## src/rtl/pgen_pkg.sv

```systemverilog
package pgen_pkg;
  typedef enum logic [1:0] {
    ST_IDLE   = 2'd0,
    ST_ACTIVE = 2'd1,
    ST_RECOV  = 2'd2
  } pg_state_e;
endpackage

```

## src/rtl/pgen_sync.sv

```systemverilog
module pgen_sync #(
  parameter int unsigned WIDTH  = 2,
  parameter int unsigned STAGES = 2
) (
  input  logic             clk_i,
  input  logic             rst_ni,
  input  logic [WIDTH-1:0] async_i,
  output logic [WIDTH-1:0] sync_o
);
  logic [WIDTH-1:0] stg_q [STAGES];

  for (genvar i = 0; i < STAGES; i++) begin : g_stage
    logic [WIDTH-1:0] d;
    if (i == 0) begin : g_first
      assign d = async_i;
    end else begin : g_next
      assign d = stg_q[i-1];
    end
    always_ff @(posedge clk_i or negedge rst_ni) begin
      if (!rst_ni) stg_q[i] <= '0;
      else         stg_q[i] <= d;
    end
  end

  assign sync_o = stg_q[STAGES-1];
endmodule

```

## src/rtl/pgen_width_cnt.sv

```systemverilog
module pgen_width_cnt #(
  parameter int unsigned COARSE_W = 16,
  parameter int unsigned FINE_W   = 6
) (
  input  logic                clk_i,
  input  logic                rst_ni,
  input  logic                load_i,
  input  logic                run_i,
  input  logic [COARSE_W-1:0] coarse_i,
  input  logic [FINE_W-1:0]   fine_i,
  output logic                last_o
);
  localparam int unsigned REM_W = COARSE_W + FINE_W;

  logic [COARSE_W-1:0] coarse_q;
  logic [FINE_W-1:0]   fine_q;
  logic [REM_W-1:0]    rem;

  assign rem = {coarse_q, fine_q};

  always_ff @(posedge clk_i or negedge rst_ni) begin
    if (!rst_ni) begin
      coarse_q <= '0;
      fine_q   <= '0;
    end else if (load_i) begin
      coarse_q <= coarse_i;
      fine_q   <= fine_i;
    end else if (run_i) begin
      // borrow from the coarse field when the fine field is exhausted
      if (fine_q == '0) begin
        coarse_q <= coarse_q - 1'b1;
        fine_q   <= '1;
      end else begin
        fine_q   <= fine_q - 1'b1;
      end
    end
  end

  // one cycle left (or a zero word): the pulse ends on this edge
  assign last_o = (coarse_q == '0) && (fine_q <= FINE_W'(1));

  assert_step_R3: assert property (@(posedge clk_i) disable iff (!rst_ni)
    (run_i && !load_i) |=> (rem == $past(rem) - 1'b1));
endmodule

```

## src/rtl/pgen_ctrl.sv

```systemverilog
module pgen_ctrl
  import pgen_pkg::*;
#(
  parameter int unsigned COARSE_W  = 16,
  parameter int unsigned FINE_W    = 6,
  parameter int unsigned RECOV_CYC = 2
) (
  input  logic                       clk_i,
  input  logic                       rst_ni,
  input  logic                       trig_s_i,
  input  logic                       stop_s_i,
  input  logic [COARSE_W+FINE_W-1:0] width_i,
  output logic                       pulse_o,
  output logic                       pulse_no
);
  localparam int unsigned REC_W = $clog2(RECOV_CYC + 1);

  pg_state_e        state_q;
  logic [REC_W-1:0] rec_q;
  logic             trig_d_q;
  logic             trig_edge;
  logic             load;
  logic             run;
  logic             last;

  assign trig_edge = trig_s_i & ~trig_d_q;
  assign load      = (state_q == ST_IDLE) && trig_edge;
  assign run       = (state_q == ST_ACTIVE) && !last && !stop_s_i;

  pgen_width_cnt #(
    .COARSE_W(COARSE_W),
    .FINE_W  (FINE_W)
  ) u_cnt (
    .clk_i   (clk_i),
    .rst_ni  (rst_ni),
    .load_i  (load),
    .run_i   (run),
    .coarse_i(width_i[COARSE_W+FINE_W-1:FINE_W]),
    .fine_i  (width_i[FINE_W-1:0]),
    .last_o  (last)
  );

  always_ff @(posedge clk_i or negedge rst_ni) begin
    if (!rst_ni) begin
      state_q  <= ST_IDLE;
      rec_q    <= '0;
      trig_d_q <= 1'b0;
    end else begin
      trig_d_q <= trig_s_i;
      unique case (state_q)
        ST_IDLE: begin
          if (trig_edge) state_q <= ST_ACTIVE;
        end
        ST_ACTIVE: begin
          if (stop_s_i || last) begin
            state_q <= ST_RECOV;
            rec_q   <= REC_W'(RECOV_CYC - 1);
          end
        end
        ST_RECOV: begin
          if (rec_q == '0) state_q <= ST_IDLE;
          else             rec_q   <= rec_q - 1'b1;
        end
        default: state_q <= ST_IDLE;
      endcase
    end
  end

  assign pulse_o  = (state_q == ST_ACTIVE);
  assign pulse_no = (state_q != ST_ACTIVE);

  assert_lockout_R6: assert property (@(posedge clk_i) disable iff (!rst_ni)
    (state_q == ST_ACTIVE && !stop_s_i && !last) |=> (state_q == ST_ACTIVE));

  assert_stop_R8: assert property (@(posedge clk_i) disable iff (!rst_ni)
    (state_q == ST_ACTIVE && stop_s_i) |=> (state_q == ST_RECOV));

  assert_recov_R7: assert property (@(posedge clk_i) disable iff (!rst_ni)
    (state_q == ST_RECOV) |=> (state_q != ST_ACTIVE));

  assert_rec_range_R7: assert property (@(posedge clk_i) disable iff (!rst_ni)
    (state_q == ST_RECOV) |-> (rec_q < REC_W'(RECOV_CYC)));

  assert_start_R2: assert property (@(posedge clk_i) disable iff (!rst_ni)
    $rose(pulse_o) |-> $past(trig_s_i));
endmodule

```

## src/rtl/trig_pulse_gen.sv

```systemverilog
module trig_pulse_gen #(
  parameter int unsigned WORD_W      = 22,
  parameter int unsigned FINE_W      = 6,
  parameter int unsigned RECOV_CYC   = 2,
  parameter int unsigned SYNC_STAGES = 2
) (
  input  logic              clk_i,
  input  logic              rst_ni,
  input  logic              trig_i,
  input  logic              stop_i,
  input  logic [WORD_W-1:0] width_i,
  output logic              pulse_o,
  output logic              pulse_no
);
  localparam int unsigned COARSE_W = WORD_W - FINE_W;

  logic [1:0] sync_q;

  pgen_sync #(
    .WIDTH (2),
    .STAGES(SYNC_STAGES)
  ) u_sync (
    .clk_i  (clk_i),
    .rst_ni (rst_ni),
    .async_i({stop_i, trig_i}),
    .sync_o (sync_q)
  );

  pgen_ctrl #(
    .COARSE_W (COARSE_W),
    .FINE_W   (FINE_W),
    .RECOV_CYC(RECOV_CYC)
  ) u_ctrl (
    .clk_i   (clk_i),
    .rst_ni  (rst_ni),
    .trig_s_i(sync_q[0]),
    .stop_s_i(sync_q[1]),
    .width_i (width_i),
    .pulse_o (pulse_o),
    .pulse_no(pulse_no)
  );
endmodule

```

## config.mk

```make
export PLATFORM = sky130hd
export DESIGN_NAME = trig_pulse_gen
export DESIGN_NICKNAME = d
export VERILOG_FILES = /design/src/rtl/pgen_pkg.sv /design/src/rtl/pgen_sync.sv /design/src/rtl/pgen_width_cnt.sv /design/src/rtl/pgen_ctrl.sv /design/src/rtl/trig_pulse_gen.sv
export SDC_FILE = /design/constraint.sdc
export NUM_CORES = 1
export LEC_CHECK = 0
export BUFFER_PORTS_ARGS = -buffer_cell sky130_fd_sc_hd__buf_2
export CAP_MARGIN = 20
export CELL_PAD_IN_SITES_DETAIL_PLACEMENT = 2
export CELL_PAD_IN_SITES_GLOBAL_PLACEMENT = 2
export CORE_ASPECT_RATIO = 1.1
export CORE_MARGIN = 2
export CORE_UTILIZATION = 38
export DETAILED_ROUTE_END_ITERATION = 12
export PLACE_DENSITY = 0.86
export SYNTH_ARGS = -nofsm -noshare
export SYNTH_HDL_FRONTEND = slang
export SYNTH_HIERARCHICAL = 1
export SYNTH_SLANG_ARGS = --single-unit
```

## constraint.sdc

```tcl
create_clock -name clk_i -period 4.1 [get_ports clk_i]
set_input_delay 0 -clock clk_i [delete_from_list [all_inputs] [get_ports clk_i]]
set_output_delay 0 -clock clk_i [all_outputs]
set_load 0.01 [all_outputs]
```

==> flow_summary.ini, run 1 <==
[sta]
setup-violations-final = 0
hold_ws_ps = 31.94
fin_crit_ps = 3248
fin_tns_setup_ps = 0
setup_ws_ps = 852.0
fin_crit_sh_pct = 79.22
drv_slew = 0
finalHoldViolations = 0
max_slew_margin_pct = 42.40
fmax_ghz = 0.3079
rsz0062_at_grt = no
fin_skew_ps = 5.596
tightestPinTransition_ps = 860.4

[grt]
globalRouteTotalUtil_pct = 24.11
grt_first_pass_wirelength_um = 9480
grt_max_degree = 32
grt_overflow = 0
antenna_found_initial = 0
grt_pass1_vias = 1780

[place]
port_buffers = 27
place_congestion = 0.8492
dp_cells = 259
dp_hpwl_um = 3758
pre_cts_ws_ps = 1007
dpl_cell_area_sq_um = 1962

[finish]
most-common-layout-cells = 31 x dfrtp_1, 27 x buf_2, 21 x dlygate4sd3_1
nets = 262
drive_gt1_share_pct = 19.57
areaGrowthSynthToFinish_pct = 26.07
fillCellCount = 495
diodes = 0
fin_util_pct = 48.94
final_common_cell = dfrtp_1
final_cell_area_sq_um = 2245
stdcell_count = 286

[synth]
synth_area_per_cell_sq_um = 9.729
synth_top_area_share_pct = 43.57
ys_types = 49
synth_edf_count = 0
synth-warning-count = 6
yosysSeqAreaShare_pct = 43.57
synth_area_sq_um = 1780
syn_nets = 214
synth-seq-cells = 31
async_flop_share_pct = 100.0
syn-instance-count = 183
synth.area.top_cells = dfrtp_1 44%, xnor2_1 4.4%, nand2_1 4.2%, o21ai_0 3.9%, ha_1 3.5%
synth_top_cell_by_area = dfrtp_1
synthFlopType = dfrtp_1

[power_and_ir_drop]
finalPower_mw = 1.397
peakVddDrop_mv = 0.2070
p_leak_nw = 0.9285
p_per_area_nw_per_um2 = 622.4

[routing]
first_iter_violations = 49
postRouteAntennaNets = 0
drc = 0
dr_total_vias = 1600
dr.pass1.iters = 4
avgViaCountPerCell = 5.594
wl_per_cell_um = 20.15
routed_wl_um = 5762

[worst_setup_path]
cp_cell_sequence = or4_4, nor3_1, nor4bb_1, nor3_4, or4bb_1, nor3_4, and3b_1, o31a_1
cp-start-kind = register
cpMaxStageDelayCell = nor4bb_1
worstPathArrival_ps = 3420
worst_path_most_repeated_cell = nor3_4
crit_type = reg -> reg
crit_buf_inv = 0
path_delay_family = simple AND/OR/NAND/NOR gates
slowest_delay_ps = 630
worstPathRequired_ps = 4270
path_max_fanout = 16
crit_path_end_kind = register

[floorplanning]
rows = 26
die_w_um = 69.27
coreArea_sq_um = 4587
ios = 28
start_util_pct = 38.82
dieArea_sq_um = 5250
die_h_um = 75.79

[clock_network]
clockBufferDepth = 2
cts_num_sinks = 31
htreeDepth = 2
post_cts_resized = 0
cts-buffers-inserted = 5
clk_latency_ps = 290
cts_tree = yes
cts-root-buf = clkbuf_8
cts.clk_slew.worst_paths_ps = 60

[min_path]
holdCritPathClass = in -> reg

[run]
max_cap_violations = 0

[status]
status = completed
[layer usage]
layer  global-route usage [%]  up-vias  part of all wire (%)
li1                         -      746                     -
met1                    26.46      815                    38
met2                    47.44       27                    57
met3                    4.233       12                   2.4
met4                    8.715        0                   2.1
met5                        0        -                     0
[layout make-up]
cell class	count	area (sq um)	share of cell area (%)
multi-input combinational	136	938.4	41.81
sequential	31	775.7	34.56
timing repair buffer	49	352.8	15.72
clock buffer	6	72.57	3.233
tap	56	70.07	3.122
inverter	8	35.03	1.561
[power by group]
part	internal, mW	switching, mW	total [mW]
Combinational	0.250	0.347	0.597
Sequential	0.422	0.154	0.576
Clock	0.113	0.111	0.224
[flip-flops by register name (all words and copies together), names as in the netlist]
signal and count:
u_ctrl/trig_d_q 1, u_ctrl/u_cnt/fine_q 6, u_ctrl/state_q 2, u_ctrl/u_cnt/coarse_q 16, u_sync/g_stage.d 2, u_sync/sync_o 2, u_ctrl/rec_q 2
[kinds of logic after synthesis]
kind of cell               Yosys count  share of synthesized area (%)
DFF                                 31                          43.57
xor gates and xnor gates            10                          4.920
buffers and inverters               16                          4.217
AOI/OAI and AO/OA                   37                          13.35
muxes                                4                          2.389
adders and majority gates            5                          3.514
and+or+nand+nor                     80                          28.04
[worst paths after layout]
kind	startpoint	slack (ps)	endpoint	cells after the start
min in group asynchronous	rst_ni	310	u_ctrl/u_cnt/coarse_q[13]$_DFFE_PN0P_	2
hold reg to reg	u_sync/g_stage[1].d[1]$_DFF_PN0_	370	u_sync/sync_o[1]$_DFF_PN0_	0
hold / removal	width_i[21]	30	u_ctrl/u_cnt/coarse_q[15]$_DFFE_PN0P_	3
setup / recovery	u_ctrl/u_cnt/coarse_q[7]$_DFFE_PN0P_	850	u_ctrl/u_cnt/coarse_q[15]$_DFFE_PN0P_	8
max in group asynchronous	rst_ni	3340	u_ctrl/u_cnt/coarse_q[4]$_DFFE_PN0P_	2
setup reg to reg	u_ctrl/u_cnt/coarse_q[7]$_DFFE_PN0P_	850	u_ctrl/u_cnt/coarse_q[15]$_DFFE_PN0P_	8
[cells in the mapped netlist (3+ instances only)]
| cell | count |
|---|---|
| dfrtp_1 | 31 |
| nand2_1 | 20 |
| o21ai_0 | 14 |
| nor2_1 | 11 |
| xnor2_1 | 9 |
| inv_1 | 7 |
| nor3_1 | 6 |
| nor4_1 | 6 |
| clkbuf_1 | 5 |
| ha_1 | 5 |
| o31a_1 | 5 |
| nand2b_1 | 4 |
| nand3_1 | 4 |
| or3_1 | 4 |
| a21boi_0 | 3 |
| and3b_1 | 3 |
| o21ai_1 | 3 |
| o31ai_1 | 3 |
| or4_1 | 3 |
[repair_timing]
action	in CTS	in global routing
setup buffers	0	0
hold endpoints to repair	51	0
hold buffers	21	0
[tightest hold or removal path, stage by stage]
cell and delay, ps:
buf_2 70, nand2b_1 90, o31a_1 120
Power figures use the tool's default switching activity.
==> run 2, diff against run 1 <==
--- a/config.mk
+++ b/config.mk
@@ -11,9 +11,9 @@
 export CELL_PAD_IN_SITES_GLOBAL_PLACEMENT = 2
 export CORE_ASPECT_RATIO = 1.1
 export CORE_MARGIN = 2
-export CORE_UTILIZATION = 38
+export CORE_UTILIZATION = 31
 export DETAILED_ROUTE_END_ITERATION = 12
-export PLACE_DENSITY = 0.86
+export PLACE_DENSITY = 0.76
 export SYNTH_ARGS = -nofsm -noshare
 export SYNTH_HDL_FRONTEND = slang
 export SYNTH_HIERARCHICAL = 1
==> constraint.sdc (replaced) <==
create_clock -name clk_i -period 2.9 [get_ports clk_i]
set_input_delay 0 -clock clk_i [delete_from_list [all_inputs] [get_ports clk_i]]
set_output_delay 0 -clock clk_i [all_outputs]
set_load 0.01 [all_outputs]
==> flow_summary.ini, run 2 (synthesized netlist as in run 1, its figures left out) <==
[routing]
wl_per_cell_um = 18.01
dr_total_vias = 1667
postRouteAntennaNets = 0
drc = 0
routed_wl_um = 5781
avgViaCountPerCell = 5.193
first_iter_violations = 84
dr.pass1.iters = 2

[finish]
largest_reg_flops = 16
areaGrowthSynthToFinish_pct = 36.61
drive_gt1_share_pct = 26.12
fin_util_pct = 44.51
final_common_cell = dfrtp_1
most-common-layout-cells = 31 x dfrtp_1, 27 x buf_2, 21 x dlygate4sd3_1
regMostFlops = u_ctrl/u_cnt/coarse_q
nets = 275
top_regs = u_ctrl/u_cnt/coarse_q x16, u_ctrl/u_cnt/fine_q x6
final_cell_area_sq_um = 2432
stdcell_count = 321

[sta]
fin_crit_sh_pct = 94.95
fin_crit_ps = 2754
hold_ws_ps = 47.32
finalHoldViolations = 0
setup_ws_ps = 146.5
fin_skew_ps = 6.870
setup-violations-final = 0
drv_slew = 0
fin_tns_setup_ps = 0
fmax_ghz = 0.3632
max_slew_margin_pct = 51.42
tightestPinTransition_ps = 728.7

[grt]
grt_pass1_vias = 1830
globalRouteTotalUtil_pct = 18.31
grt_max_degree = 46
grt_first_pass_wirelength_um = 9301
antenna_found_initial = 1
grt_overflow = 0

[floorplanning]
die_w_um = 76.26
die_h_um = 83.49
ios = 28
rows = 28
dieArea_sq_um = 6367
start_util_pct = 32.58
coreArea_sq_um = 5465

[worst_setup_path]
path_max_fanout = 8
worst_r2r_path_depth = 11
worstPathArrival_ps = 2960
r2r_setup_slack_ps = 150
r2r_end = u_ctrl/u_cnt/coarse_q[6]$_DFFE_PN0P_
cp-start-kind = register
r2r_start = u_ctrl/u_cnt/coarse_q[7]$_DFFE_PN0P_
worstPathRequired_ps = 3100
crit_path_end_kind = register
crit_type = reg -> reg

[run]
max_cap_violations = 0

[place]
place_congestion = 0.7504
pre_cts_ws_ps = -108.1
port_buffers = 27
dp_hpwl_um = 3499
dpl_cell_area_sq_um = 2068
dp_cells = 289

[power_and_ir_drop]
p_per_area_nw_per_um2 = 881.2
p_leak_nw = 1.028
peakVddDrop_mv = 0.3134
finalPower_mw = 2.143

[clock_network]
htreeDepth = 2
cts-buffers-inserted = 5
cts.clk_slew.worst_paths_ps = 70
cts_tree = yes
cts-root-buf = clkbuf_8
clockBufferDepth = 2
cts_num_sinks = 31
clk_latency_ps = 290

[status]
status = completed

[min_path]
holdCritStartpoint = width_i[17]
holdCritPathClass = in -> reg
hold_end = u_ctrl/u_cnt/coarse_q[11]$_DFFE_PN0P_
min_delay_path_depth = 3
==> run 2: power by group <==
group	total (mW)	internal, mW	switching [mW]
Combinational	0.984	0.433	0.551
Clock	0.385	0.217	0.168
Sequential	0.774	0.596	0.178
Total	2.14	1.25	0.897
==> run 2: timing repair <==
action | CTS | global route
gates resized for setup | 1 | 6
hold buffers | 21 | 0
buffers inserted | 2 | 0
pin swaps | 1 | 2
endpoints found under the setup margin | 6 | 10
hold endpoints to repair | 51 | 0
==> run 2: per-layer routing <==
layer  share of wire (%)  GRT usage [%]  vias up
li1                    -              -      777
met2                  53          32.26       30
met1                  42          21.96      848
met5                   0              0        -
met3                 2.5          4.004       12
met4                 2.2          6.281        0
==> run 2: area by class of cell <==
class	instances	area, sq um
Sequential cell	31	775.7
Antenna cell	1	2.502
Fill cell	628	3033
Tap cell	75	93.84
Multi-Input combinational cell	136	974.7
Clock buffer	8	100.1
Inverter	8	35.03
Timing Repair Buffer	62	450.4
==> run 2: worst max-delay path, stage by stage, from the launching register on <==
cell,delay (ps)
dfrtp_1,440
or4_4,610
nor3_4,210
nor4bb_4,310
buf_4,160
nor3_4,40
buf_4,170
nand4b_1,190
buf_4,170
nor3_1,70
xnor2_1,130
o21ai_0,170
==> run 2: how the worst max path moves through the flow <==
stage / start / to / slack [ps]
after floorplan: u_ctrl/u_cnt/coarse_q[9]$_DFFE_PN0P_ / u_ctrl/u_cnt/coarse_q[15]$_DFFE_PN0P_ / 130
after global placement: u_ctrl/u_cnt/fine_q[0]$_DFFE_PN0P_ / u_ctrl/u_cnt/coarse_q[5]$_DFFE_PN0P_ / 50
after detailed placement: u_ctrl/u_cnt/fine_q[0]$_DFFE_PN0P_ / u_ctrl/u_cnt/coarse_q[5]$_DFFE_PN0P_ / -110
after CTS: u_ctrl/u_cnt/coarse_q[7]$_DFFE_PN0P_ / u_ctrl/u_cnt/coarse_q[12]$_DFFE_PN0P_ / 80
after global routing: u_ctrl/u_cnt/coarse_q[7]$_DFFE_PN0P_ / u_ctrl/u_cnt/coarse_q[2]$_DFFE_PN0P_ / -20
final: u_ctrl/u_cnt/coarse_q[7]$_DFFE_PN0P_ / u_ctrl/u_cnt/coarse_q[6]$_DFFE_PN0P_ / 150
==> run 3, diff against run 2 <==
--- a/config.mk
+++ b/config.mk
@@ -5,15 +5,16 @@
 export SDC_FILE = /design/constraint.sdc
 export NUM_CORES = 1
 export LEC_CHECK = 0
+export ABC_AREA = 1
 export BUFFER_PORTS_ARGS = -buffer_cell sky130_fd_sc_hd__buf_2
 export CAP_MARGIN = 20
 export CELL_PAD_IN_SITES_DETAIL_PLACEMENT = 2
 export CELL_PAD_IN_SITES_GLOBAL_PLACEMENT = 2
 export CORE_ASPECT_RATIO = 1.1
 export CORE_MARGIN = 2
-export CORE_UTILIZATION = 31
+export CORE_UTILIZATION = 29
 export DETAILED_ROUTE_END_ITERATION = 12
-export PLACE_DENSITY = 0.76
+export PLACE_DENSITY = 0.78
 export SYNTH_ARGS = -nofsm -noshare
 export SYNTH_HDL_FRONTEND = slang
 export SYNTH_HIERARCHICAL = 1
==> flow_summary.ini, run 3 <==
[routing]
first_iter_violations = 78
postRouteAntennaNets = 0
dr.pass1.iters = 4
avgViaCountPerCell = 4.799
wl_per_cell_um = 14.77
drc = 0
dr_total_vias = 1958
routed_wl_um = 6028

[worst_setup_path]
cp_cell_sequence = inv_1, ha_1, nand2_1, nor2_4, nand2_1, nor3_1, inv_1, nand2_1, inv_1, nand2_1, inv_1, nor2_4, inv_2, nand2_8, inv_2, nand3_1, nand2_1, nand2_1
worst_r2r_path_depth = 18
r2r_end = u_ctrl/u_cnt/coarse_q[9]$_DFFE_PN0P_
slowest_delay_ps = 380
cpMaxStageDelayCell = dfrtp_1
worstPathArrival_ps = 2700
worstPathRequired_ps = 3140
r2r_start = u_ctrl/u_cnt/coarse_q[0]$_DFFE_PN0P_
worst_path_most_repeated_cell = nand2_1
path_max_fanout = 24
crit_path_end_kind = register
crit_type = reg -> reg
cp-start-kind = register
r2r_setup_slack_ps = 440

[run]
max_cap_violations = 0

[synth]
synth_area_sq_um = 2011
synth_edf_count = 0
yosysMostFrequentCell = nand2_1
synth-seq-cells = 31
synth-warning-count = 6
synth_top_cells_by_count = 85 x nand2_1, 49 x nor2_1, 36 x inv_1
synth_top_cell_by_area = dfrtp_1
syn_nets = 320
syn-instance-count = 289
ys_types = 29
synthFlopType = dfrtp_1
synth_area_per_cell_sq_um = 6.957
yosysSeqAreaShare_pct = 38.58
async_flop_share_pct = 100.0
synth_top_area_share_pct = 38.58
synth.area.top_cells = dfrtp_1 39%, nand2_1 16%, nor2_1 9.1%, inv_1 6.7%, nand3_1 5.2%

[finish]
top_regs = u_ctrl/u_cnt/coarse_q x16, u_ctrl/u_cnt/fine_q x6
drive_gt1_share_pct = 16.56
fin_util_pct = 36.30
regMostFlops = u_ctrl/u_cnt/coarse_q
largest_reg_flops = 16
stdcell_count = 408
areaGrowthSynthToFinish_pct = 19.73
most-common-layout-cells = 85 x nand2_1, 49 x nor2_1, 36 x inv_1
final_cell_area_sq_um = 2407
final_common_cell = nand2_1
nets = 356
diodes = 0

[sta]
finalHoldViolations = 0
fin_skew_ps = 2.245
drv_slew = 0
rsz0062_at_grt = no
fin_tns_setup_ps = 0
fmax_ghz = 0.4060
fin_crit_sh_pct = 84.93
fin_crit_ps = 2463
max_slew_margin_pct = 49.58
setup_ws_ps = 437.1
setup-violations-final = 0
hold_ws_ps = 14.73
tightestPinTransition_ps = 756.3

[place]
place_congestion = 0.8076
port_buffers = 27
dp_hpwl_um = 4551
dp_cells = 394
dpl_cell_area_sq_um = 2221
pre_cts_ws_ps = 321.9

[grt]
grt.met1_usage_pct = 21.88
antenna_found_initial = 0
globalRouteTotalUtil_pct = 17.49
top_usage_layer = met2
use_met3_pct = 3.091
grt_overflow = 0
grtUsageMet2_pct = 30.04
grt_pass1_vias = 2208
grt_max_degree = 32
grt_first_pass_wirelength_um = 10620

[power_and_ir_drop]
p_per_area_nw_per_um2 = 899.5
p_leak_nw = 1.244
peakVddDrop_mv = 0.3225
finalPower_mw = 2.165

[clock_network]
cts.clk_slew.worst_paths_ps = 70
htreeDepth = 2
cts_num_sinks = 31
cts-buffers-inserted = 5
clk_latency_ps = 290
cts_tree = yes
clockBufferDepth = 2
cts-root-buf = clkbuf_8
cts_setup_buffers = 0

[floorplanning]
start_util_pct = 30.32
ios = 28
die_h_um = 91.33
die_w_um = 83.39
dieArea_sq_um = 7616
coreArea_sq_um = 6633
rows = 31

[min_path]
holdCritPathClass = in -> reg
holdCritStartpoint = width_i[15]
hold_end = u_ctrl/u_cnt/coarse_q[9]$_DFFE_PN0P_
min_delay_path_depth = 5

[status]
status = completed
## run 3: logic make-up after synthesis
| group | after synthesis | synth area share, % |
|---|---|---|
| AOI/OAI and AO/OA | 27 | 7.592 |
| xor gates and xnor gates | 3 | 1.307 |
| adders and majority gates | 5 | 3.111 |
| buffers and inverters | 45 | 9.583 |
| DFF | 31 | 38.58 |
| and+or+nand+nor | 178 | 39.83 |
## run 3: worst max path at each step
| stage | startpoint | to | depth (start not counted) |
|---|---|---|---|
| final | u_ctrl/u_cnt/coarse_q[0]$_DFFE_PN0P_ | u_ctrl/u_cnt/coarse_q[9]$_DFFE_PN0P_ | 18 |
| after global routing | u_ctrl/u_cnt/coarse_q[0]$_DFFE_PN0P_ | u_ctrl/u_cnt/coarse_q[1]$_DFFE_PN0P_ | 16 |
| after CTS | u_ctrl/u_cnt/coarse_q[0]$_DFFE_PN0P_ | u_ctrl/u_cnt/coarse_q[9]$_DFFE_PN0P_ | 18 |
| after detailed placement | u_ctrl/u_cnt/coarse_q[0]$_DFFE_PN0P_ | u_ctrl/u_cnt/coarse_q[0]$_DFFE_PN0P_ | 17 |
| after global placement | u_ctrl/u_cnt/coarse_q[0]$_DFFE_PN0P_ | u_ctrl/u_cnt/coarse_q[0]$_DFFE_PN0P_ | 17 |
| after floorplan | u_ctrl/u_cnt/coarse_q[0]$_DFFE_PN0P_ | u_ctrl/u_cnt/fine_q[3]$_DFFE_PN0P_ | 18 |
## run 3: metal layers
| layer | up-vias | routed length [um] |
|---|---|---|
| li1 | 974 | - |
| met1 | 957 | 2783 |
| met2 | 21 | 3010 |
| met3 | 6 | 130 |
| met4 | 0 | 103 |
| met5 | - | 0 |
## run 3: area by class of cell
class	instances	area (sq um)
clock buffers	6	82.58
clock inverters	2	35.03
fillers	808	4225
inverters	38	142.6
multi-input cells	213	1051
flip-flops and latches	31	775.7
well taps	82	102.6
repair buffers	36	217.7
## run 3: report_power, final
group / switching (mW) / total, mW / internal, mW
sequential: 0.175 / 0.779 / 0.603
combinational: 0.598 / 0.924 / 0.326
clock: 0.185 / 0.463 / 0.278
## run 3: what timing repair did
| item | 4_1_cts | 5_1_grt |
|---|---|---|
| hold buffers | 6 | 0 |
| gates resized for setup | 0 | 1 |
| hold endpoints to repair | 36 | 0 |
| setup endpoints to repair | 0 | 3 |
## run 3: critical path: cells and delay by family (launching register included)
family                   cells  cell delay (ps)
AND/OR/NAND/NOR             11             1290
flip-flops                   1              380
buffers and inverters        6              540
adder cells (fa/ha/maj)      1              200
